**src/rtl/lpm_pkg.sv**
```systemverilog
package lpm_pkg;
  typedef enum logic [1:0] {
    ST_RUN  = 2'b00,
    ST_IDLE = 2'b01,
    ST_PD   = 2'b10,
    ST_WAKE = 2'b11
  } lpm_st_e;

  localparam logic [1:0] MODE_RUN  = 2'b00;
  localparam logic [1:0] MODE_IDLE = 2'b01;
  localparam logic [1:0] MODE_PD   = 2'b10;
endpackage

```
**src/rtl/lpm_stab_timer.sv**
```systemverilog
module lpm_stab_timer #(
  parameter int STAB_W = 8
) (
  input  logic              clk,
  input  logic              rst,
  input  logic              load,
  input  logic [STAB_W-1:0] load_val,
  input  logic              count_en,
  output logic              done
);
  logic [STAB_W-1:0] cnt_q;

  always_ff @(posedge clk) begin
    if (rst)                       cnt_q <= '0;
    else if (load)                 cnt_q <= load_val;
    else if (count_en && cnt_q != '0) cnt_q <= cnt_q - 1'b1;
  end

  assign done = (cnt_q == '0);

  // the counter never wraps upward while it is counting down
  AST_NO_WRAP: assert property (@(posedge clk) disable iff (rst)
    (!load && count_en && cnt_q == '0) |=> cnt_q == '0);
endmodule

```
**src/rtl/lpm_fsm.sv**
```systemverilog
module lpm_fsm
  import lpm_pkg::*;
(
  input  logic    clk,
  input  logic    rst,
  input  logic    idle_req,
  input  logic    pdown_req,
  input  logic    irq,
  input  logic    irq_is_pec,
  input  logic    pec_fail,
  input  logic    ext_wake,
  input  logic    rtc_en,
  input  logic    vreg_off,
  input  logic    pd_intr_mode,
  input  logic    stab_done,
  output lpm_st_e st_q,
  output lpm_st_e st_nxt,
  output logic    rtc_keep_nxt,
  output logic    reg_off_nxt,
  output logic    stab_load,
  output logic    stab_count,
  output logic    wake_q
);
  logic rtc_keep_q, reg_off_q, intr_q, intr_nxt, wake_nxt;

  always_comb begin
    st_nxt       = st_q;
    rtc_keep_nxt = rtc_keep_q;
    reg_off_nxt  = reg_off_q;
    intr_nxt     = intr_q;
    stab_load    = 1'b0;
    wake_nxt     = 1'b0;
    unique case (st_q)
      ST_RUN: begin
        if (idle_req) begin
          st_nxt = ST_IDLE;
        end else if (pdown_req) begin
          st_nxt       = ST_PD;
          rtc_keep_nxt = rtc_en;
          reg_off_nxt  = vreg_off;
          intr_nxt     = pd_intr_mode;
        end
      end
      ST_IDLE: begin
        if (pec_fail || (irq && !irq_is_pec)) begin
          st_nxt   = ST_RUN;
          wake_nxt = 1'b1;
        end
      end
      ST_PD: begin
        if (intr_q && ext_wake) begin
          st_nxt    = ST_WAKE;
          stab_load = 1'b1;
        end
      end
      ST_WAKE: begin
        if (stab_done) begin
          st_nxt   = ST_RUN;
          wake_nxt = 1'b1;
        end
      end
      default: st_nxt = ST_RUN;
    endcase
  end

  assign stab_count = (st_q == ST_WAKE);

  always_ff @(posedge clk) begin
    if (rst) begin
      st_q       <= ST_RUN;
      rtc_keep_q <= 1'b1;
      reg_off_q  <= 1'b0;
      intr_q     <= 1'b0;
      wake_q     <= 1'b0;
    end else begin
      st_q       <= st_nxt;
      rtc_keep_q <= rtc_keep_nxt;
      reg_off_q  <= reg_off_nxt;
      intr_q     <= intr_nxt;
      wake_q     <= wake_nxt;
    end
  end

  AST_IRQ_WAKE: assert property (@(posedge clk) disable iff (rst)
    (st_q == ST_IDLE && irq && !irq_is_pec) |=> (st_q == ST_RUN && wake_q));
  AST_PEC_HOLD: assert property (@(posedge clk) disable iff (rst)
    (st_q == ST_IDLE && irq && irq_is_pec && !pec_fail) |=> st_q == ST_IDLE);
  AST_PEC_FAIL_WAKE: assert property (@(posedge clk) disable iff (rst)
    (st_q == ST_IDLE && pec_fail) |=> (st_q == ST_RUN && wake_q));
  AST_PROT_HOLD: assert property (@(posedge clk) disable iff (rst)
    (st_q == ST_PD && !intr_q) |=> st_q == ST_PD);
  AST_STROBE_IGNORE: assert property (@(posedge clk) disable iff (rst)
    (st_q == ST_PD && idle_req) |=> st_q != ST_IDLE);
endmodule

```
**src/rtl/lpm_out_regs.sv**
```systemverilog
module lpm_out_regs
  import lpm_pkg::*;
(
  input  logic       clk,
  input  logic       rst,
  input  lpm_st_e    st_nxt,
  input  logic       rtc_keep_nxt,
  input  logic       reg_off_nxt,
  output logic       cpu_clk_en,
  output logic       per_clk_en,
  output logic       wdt_clk_en,
  output logic       rtc_osc_en,
  output logic       main_reg_en,
  output logic [1:0] mode
);
  logic       awake_nxt;
  logic [1:0] mode_nxt;

  always_comb begin
    awake_nxt = (st_nxt == ST_RUN) || (st_nxt == ST_IDLE);
    unique case (st_nxt)
      ST_RUN:  mode_nxt = MODE_RUN;
      ST_IDLE: mode_nxt = MODE_IDLE;
      default: mode_nxt = MODE_PD;
    endcase
  end

  always_ff @(posedge clk) begin
    if (rst) begin
      cpu_clk_en  <= 1'b1;
      per_clk_en  <= 1'b1;
      wdt_clk_en  <= 1'b1;
      rtc_osc_en  <= 1'b1;
      main_reg_en <= 1'b1;
      mode        <= MODE_RUN;
    end else begin
      cpu_clk_en  <= (st_nxt == ST_RUN);
      per_clk_en  <= awake_nxt;
      wdt_clk_en  <= awake_nxt;
      rtc_osc_en  <= (st_nxt == ST_PD) ? rtc_keep_nxt : 1'b1;
      main_reg_en <= (st_nxt == ST_PD) ? !reg_off_nxt : 1'b1;
      mode        <= mode_nxt;
    end
  end
endmodule

```
**src/rtl/lpm_sequencer.sv**
```systemverilog
module lpm_sequencer
  import lpm_pkg::*;
#(
  parameter int STAB_W = 8
) (
  input  logic              clk,
  input  logic              rst,
  input  logic              idle_req,
  input  logic              pdown_req,
  input  logic              irq,
  input  logic              irq_is_pec,
  input  logic              pec_fail,
  input  logic              ext_wake,
  input  logic              rtc_en,
  input  logic              vreg_off,
  input  logic              pd_intr_mode,
  input  logic [STAB_W-1:0] stab_cycles,
  output logic              cpu_clk_en,
  output logic              per_clk_en,
  output logic              wdt_clk_en,
  output logic              rtc_osc_en,
  output logic              main_reg_en,
  output logic              wake_pulse,
  output logic [1:0]        mode
);
  lpm_st_e st_q, st_nxt;
  logic    rtc_keep_nxt, reg_off_nxt, stab_load, stab_count, stab_done;

  lpm_fsm u_fsm (
    .clk, .rst, .idle_req, .pdown_req, .irq, .irq_is_pec, .pec_fail,
    .ext_wake, .rtc_en, .vreg_off, .pd_intr_mode,
    .stab_done, .st_q, .st_nxt, .rtc_keep_nxt, .reg_off_nxt,
    .stab_load, .stab_count, .wake_q(wake_pulse)
  );

  lpm_stab_timer #(.STAB_W(STAB_W)) u_timer (
    .clk, .rst, .load(stab_load), .load_val(stab_cycles),
    .count_en(stab_count), .done(stab_done)
  );

  lpm_out_regs u_out (
    .clk, .rst, .st_nxt, .rtc_keep_nxt, .reg_off_nxt,
    .cpu_clk_en, .per_clk_en, .wdt_clk_en, .rtc_osc_en, .main_reg_en, .mode
  );

  AST_PD_CLOCKS_OFF: assert property (@(posedge clk) disable iff (rst)
    (st_q == ST_PD) |-> (!cpu_clk_en && !per_clk_en && !wdt_clk_en));
  AST_WAKE_REG_ON: assert property (@(posedge clk) disable iff (rst)
    (st_q == ST_WAKE) |-> (main_reg_en && !cpu_clk_en));
  AST_WAKE_SINGLE: assert property (@(posedge clk) disable iff (rst)
    wake_pulse |=> !wake_pulse);
  AST_IDLE_CPU_OFF: assert property (@(posedge clk) disable iff (rst)
    (st_q == ST_IDLE) |-> (!cpu_clk_en && per_clk_en));
endmodule

```
**config.mk**
```make
export PLATFORM = sky130hd
export DESIGN_NAME = lpm_sequencer
export DESIGN_NICKNAME = d
export VERILOG_FILES = /design/src/rtl/lpm_pkg.sv /design/src/rtl/lpm_stab_timer.sv /design/src/rtl/lpm_fsm.sv /design/src/rtl/lpm_out_regs.sv /design/src/rtl/lpm_sequencer.sv
export SDC_FILE = /design/constraint.sdc
export NUM_CORES = 1
export LEC_CHECK = 0
export BUFFER_PORTS_ARGS = -buffer_cell sky130_fd_sc_hd__buf_2
export CORE_MARGIN = 4
export CORE_UTILIZATION = 45
export DETAILED_ROUTE_END_ITERATION = 8
export GPL_ROUTABILITY_DRIVEN = 0
export PLACE_DENSITY_LB_ADDON = 0.25
export SYNTH_ARGS = -nofsm -noshare
export SYNTH_HDL_FRONTEND = slang
export SYNTH_SLANG_ARGS = --single-unit
```
**constraint.sdc**
```tcl
create_clock -name clk -period 1.99 [get_ports clk]
set_clock_uncertainty 0.2 [all_clocks]
set_input_delay 0.398 -clock clk [delete_from_list [all_inputs] [get_ports clk]]
set_output_delay 0.398 -clock clk [all_outputs]
set_load 0.01 [all_outputs]
```
==> summary.txt, run 1 <==
CP Launch Type: flop
Worst-path fanout max: 4
Power Density: 639 mW/mm2
F_max: 541 MHz
Root Driver: clkbuf_4
Core area: 0.00200 mm2
Setup violations, final: 0
Worst relative slew slack: 63.7%
Tcrit/Tclk final: 92.9%
Fin util: 59.2%
Post-synthesis sequential area ratio: 41.6%
Pin count of the biggest net entering global routing: 18
Clock Sinks: 20
Most frequent cells in the layout: 26 x buf_2, 19 x dfxtp_1, 12 x nor2_1, 6 x a211oi_1
Die Ht: 54.3 um
Fin. max-slew vios: 0
Vias/cell: 5.56
Die area: 0.00295 mm2
Setup Crit Path Kind: flop to flop
Leakage Power: 0.491 nW
Setup WS post-layout: 0.142 ns
Synth unique cells: 44
Worst Path Required: 2.00 ns
Nets: 152
Pwr Total: 0.000757 W
Htree depth: 1
Max clock buf depth: 2
Gr ovfl total: 0
Register bit total from synthesis: 20
Cts hold-fix bufs: 0
Post-synth EDFFs: 0
Layout cells sized above 1: 33.3%
Initial DRC Count: 13
Synthesized Nets: 123
Final min period: 1.85 ns
Synthesized instance count: 102
DRC Markers: 0
Routed vias: 867
Area delta synth->final: 23.0%
Initial antenna violation count: 0
Routed Antenna Nets: 0
VDD IR max: 458 uV
Clock latency on the worst-skew pair: 0.30 ns
Top_reg_cell synth: dfxtp_1
Synthesized area per cell: 9.45 um2
Row count: 16
Post-layout instance area: 0.00118 mm2
Commonest non-fill, non-tap cell in the layout: buf_2
Flop-to-flop setup slack: 0.14 ns
Routed WL per cell: 13.4 um
Fin. Hold Viols: 0
Initial Util: 48.1%
Postcts setup bufs: 0
Vias in the first global route: 776
I/O pins: 27
Worst slack at placement: 0.0290 ns
Tot GR Track Use: 16.5%
Max-cap viol count: 0
CTS tree: yes
Diode count: 0
Setup TNS: 0 ns
Mapped Area: 963 um2
Worst Tran Pin Value: 0.543 ns
CTS clk-pin slew, worst paths: 0.11 ns
Final WL: 2.08 mm
Post-CTS resize count: 0
Detailed Routing Iterations Pass 1: 4
CP Capture Type: flop
CP Data Arrival Time: 1.86 ns
Port Buf Inserts: 26
Ys Warns: 0
HP Class: primary input to flop
Die Span X: 54.3 um
Post-DP Area: 0.00113 mm2
Status: complete, no violations
Global-route wire length before repair: 3.44 mm
Dpl hpwl: 1.52 mm
Synth async-reset ratio: 0%
CTS Buf Count: 3
-- power by group --
group	total (W)	internal (W)	leakage, nW	switching [W]
registers	0.000444	0.000421	0.163	0.0000232
clock network	0.000191	0.0000706	0.0138	0.000120
logic	0.000123	0.0000606	0.313	0.0000622
total	0.000757	0.000552	0.491	0.000205
-- cell usage after synthesis (2+ instances only) --
cell type	n	area [um2]
a211oi_1	6	45.0
a21oi_1	6	30.0
buf_4	2	15.0
clkbuf_1	2	7.51
dfxtp_1	20	400
ha_1	2	25.0
inv_1	4	15.0
mux2i_1	4	40.0
nand2_1	4	15.0
nand2b_1	2	12.5
nand3_1	5	25.0
nor2_1	12	45.0
nor3_1	2	10.0
-- registers in the layout (all words and copies together) (netlist names) --
| name | cells |
|---|---|
| u_out.mode | 2 |
| u_fsm.wake_q | 1 |
| u_fsm.reg_off_q | 1 |
| u_fsm.intr_q | 1 |
| u_out.cpu_clk_en | 1 |
| u_out.main_reg_en | 1 |
| u_out.per_clk_en | 1 |
| u_out.rtc_osc_en | 1 |
| u_fsm.rtc_keep_q | 1 |
| u_timer.cnt_q | 8 |
| u_fsm.st_q | 2 |
-- cell type report --
class                   instances  area (um2)
flip-flops and latches         20         402
clock buffers                   3        22.5
multi-input cells              71         548
well taps                      27        33.8
repair buffers                 30         160
inverters                       5        18.8
fillers                       177         817
-- worst max-delay path, cell delays in order, from the launching register on --
cell and delay, ns:
dfxtp_1 0.37, inv_1 0.07, ha_1 0.19, nor3b_2 0.18
or4_1 0.48, a311oi_1 0.28
-- per-layer routing --
| layer | vias to the layer above | wire length (um) | global-route usage, % |
|---|---|---|---|
| met5 | - | 0 | 0 |
| met1 | 399 | 941 | 21.0 |
| met4 | 0 | 48 | 10.4 |
| met2 | 31 | 962 | 25.3 |
| met3 | 5 | 131 | 3.27 |
| li1 | 432 | - | - |
-- metrics by stage --
step,hold WS (ns),instances
final,0.134,156
after global routing,0.144,156
after CTS,0.123,156
after detailed placement,0.270,153
after global placement,0.269,153
after floorplan,0.243,102
-- cell families (layout without fill, tap and decap cells) --
family / after synthesis / in the layout / share of synthesized area (%)
muxes: 5 / 5 / 5.32
and+or+nand+nor: 39 / 39 / 25.7
adders and majority gates: 2 / 2 / 2.60
buffers and inverters: 11 / 38 / 5.19
DFF: 20 / 20 / 41.6
AOI/OAI and AO/OA: 24 / 24 / 18.7
xor gates and xnor gates: 1 / 1 / 0.909
-- path summary, 6_finish.rpt --
| path | to | startpoint | cells past startpoint |
|---|---|---|---|
| max | u_timer.cnt_q[6] | u_timer.cnt_q[1] | 5 |
| max reg2reg | u_timer.cnt_q[6] | u_timer.cnt_q[1] | 5 |
| min reg2reg | u_fsm.rtc_keep_q | u_fsm.rtc_keep_q | 2 |
| min | u_timer.cnt_q[1] | stab_cycles[1] | 3 |
Power figures use the tool's default switching activity.
==> run 2: changes to the inputs <==
--- a/config.mk
+++ b/config.mk
@@ -5,8 +5,9 @@
 export SDC_FILE = /design/constraint.sdc
 export NUM_CORES = 1
 export LEC_CHECK = 0
+export ABC_CLOCK_PERIOD_IN_PS = 1990
 export BUFFER_PORTS_ARGS = -buffer_cell sky130_fd_sc_hd__buf_2
-export CORE_MARGIN = 4
+export CORE_MARGIN = 2
 export CORE_UTILIZATION = 45
 export DETAILED_ROUTE_END_ITERATION = 8
 export GPL_ROUTABILITY_DRIVEN = 0
==> run 2 against run 1 <==
  * Final area rose by 3.2%
  * Highest routed layer unchanged
  * Largest power group unchanged
  * Register-to-register slack got worse by 0.09 ns
  * Critical endpoint unchanged
  * Combinational power barely moved
==> summary.txt, run 2 (synthesis gave the netlist of run 1 again) <==
Fin. Hold Viols: 0
Global-route wire length before repair: 3.55 mm
CTS Buf Count: 3
Metal3 WL: 158 um
Detailed Routing Iterations Pass 1: 4
R2r startpoint: u_timer.cnt_q[1]
Routed Antenna Nets: 0
Area delta synth->final: 26.9%
Gr ovfl total: 0
Worst-path fanout max: 4
Port Buf Inserts: 26
Leakage Power: 0.521 nW
Most frequent cells in the layout: 26 x buf_2, 19 x dfxtp_1, 12 x nor2_1, 9 x buf_4
Setup TNS: 0 ns
Clock Sinks: 20
Dpl hpwl: 1.58 mm
Die Span X: 50.3 um
Vias/cell: 5.48
Worst setup startpoint: u_timer.cnt_q[1]
Worst Path Required: 2.00 ns
Routed vias: 887
CP Data Arrival Time: 1.95 ns
Fin. max-slew vios: 0
Initial DRC Count: 26
Pin count of the biggest net entering global routing: 18
Initial antenna violation count: 0
Setup WS post-layout: 0.0559 ns
Tot GR Track Use: 18.2%
Clock latency on the worst-skew pair: 0.29 ns
Worst relative slew slack: 71.3%
CTS clk-pin slew, worst paths: 0.12 ns
Final min period: 1.93 ns
Root Driver: clkbuf_4
Wire length on met2: 1.02 mm
Top reg by flops: u_timer.cnt_q
Commonest non-fill, non-tap cell in the layout: buf_2
Routed WL per cell: 13.1 um
CTS tree: yes
Unrepaired setup endpoints after global routing: false
Nets: 157
Htree depth: 1
Max reg flops: 8
Setup Crit Path Kind: flop to flop
DRC Markers: 0
Layout cells sized above 1: 35.6%
Setup violations, final: 0
Initial Util: 48.6%
Power Density: 727 mW/mm2
Vias in the first global route: 836
CP Launch Type: flop
I/O pins: 27
Tcrit/Tclk final: 97.2%
Die Ht: 50.3 um
VDD IR max: 520 uV
Flop-to-flop setup slack: 0.06 ns
Die area: 0.00253 mm2
Status: complete, no violations
Reg2Reg Depth: 6
Worst hold margin: 0.149 ns
Worst slack at placement: 0.0126 ns
Row count: 16
Diode count: 0
Top layer in use: met4
Max-cap viol count: 0
F_max: 517 MHz
Final WL: 2.13 mm
Hold path start: stab_cycles[1]
Top flop regs: u_timer.cnt_q x8, u_fsm.st_q x2, u_out.mode x2
Max clock buf depth: 2
Crit path capture: u_timer.cnt_q[6]
R2R Path End: u_timer.cnt_q[6]
Core area: 0.00198 mm2
CP Capture Type: flop
Worst Tran Pin Value: 0.420 ns
M1 WL: 913 um
HP Class: primary input to flop
==> run 2: how the worst min path moves through the flow <==
stage | cells after the start | endpoint
after floorplan | 2 | u_fsm.rtc_keep_q
after global placement | 2 | u_fsm.rtc_keep_q
after detailed placement | 2 | u_fsm.rtc_keep_q
after CTS | 3 | u_timer.cnt_q[1]
after global routing | 3 | u_timer.cnt_q[1]
final | 3 | u_timer.cnt_q[1]
==> run 2: report_power, final <==
part	total [W]	leakage [nW]	switching (W)	internal [W]
registers	0.000441	0.163	0.0000203	0.000421
logic	0.000124	0.330	0.0000623	0.0000618
clock network	0.000323	0.0279	0.000120	0.000203
==> run 2: area by class of cell <==
| class | count | area [um2] |
|---|---|---|
| Tap cell | 27 | 33.8 |
| Timing Repair Buffer | 35 | 198 |
| Fill cell | 169 | 759 |
| Clock buffer | 3 | 22.5 |
| Clock inverter | 1 | 30.0 |
| Multi-Input combinational cell | 71 | 518 |
| Sequential cell | 20 | 402 |
| Inverter | 5 | 18.8 |
==> run 2: what timing repair did <==
action,in CTS,in global routing
setup endpoints to repair,1,3
hold buffers,0,0
pin swaps,0,0
resized for setup,1,1
setup buffers,0,1
==> run 2: metrics by stage <==
stage	total power, W	area, um2	std cells	utilization (%)
finish	0.000889	1220	162	61.7
global route	0.000926	1220	162	61.7
CTS	0.000898	1210	161	61.2
detailed placement	0.000573	1160	157	58.3
global placement	0.000570	1160	157	58.3
floorplan	0.000523	963	102	-
==> run 2: critical path, stage by stage, from the launching register on <==
cell and delay (ns):
dfxtp_1 0.37, inv_1 0.07, ha_1 0.20, nor3b_2 0.17, buf_4 0.15, or4_1 0.45, a311oi_1 0.26
==> run 2: metal layers <==
metal  vias up  global-route usage (%)
met5         -                       0
met4         0                    6.94
met3         5                    3.57
met2        39                    32.0
met1       405                    21.5
li1        438                       -
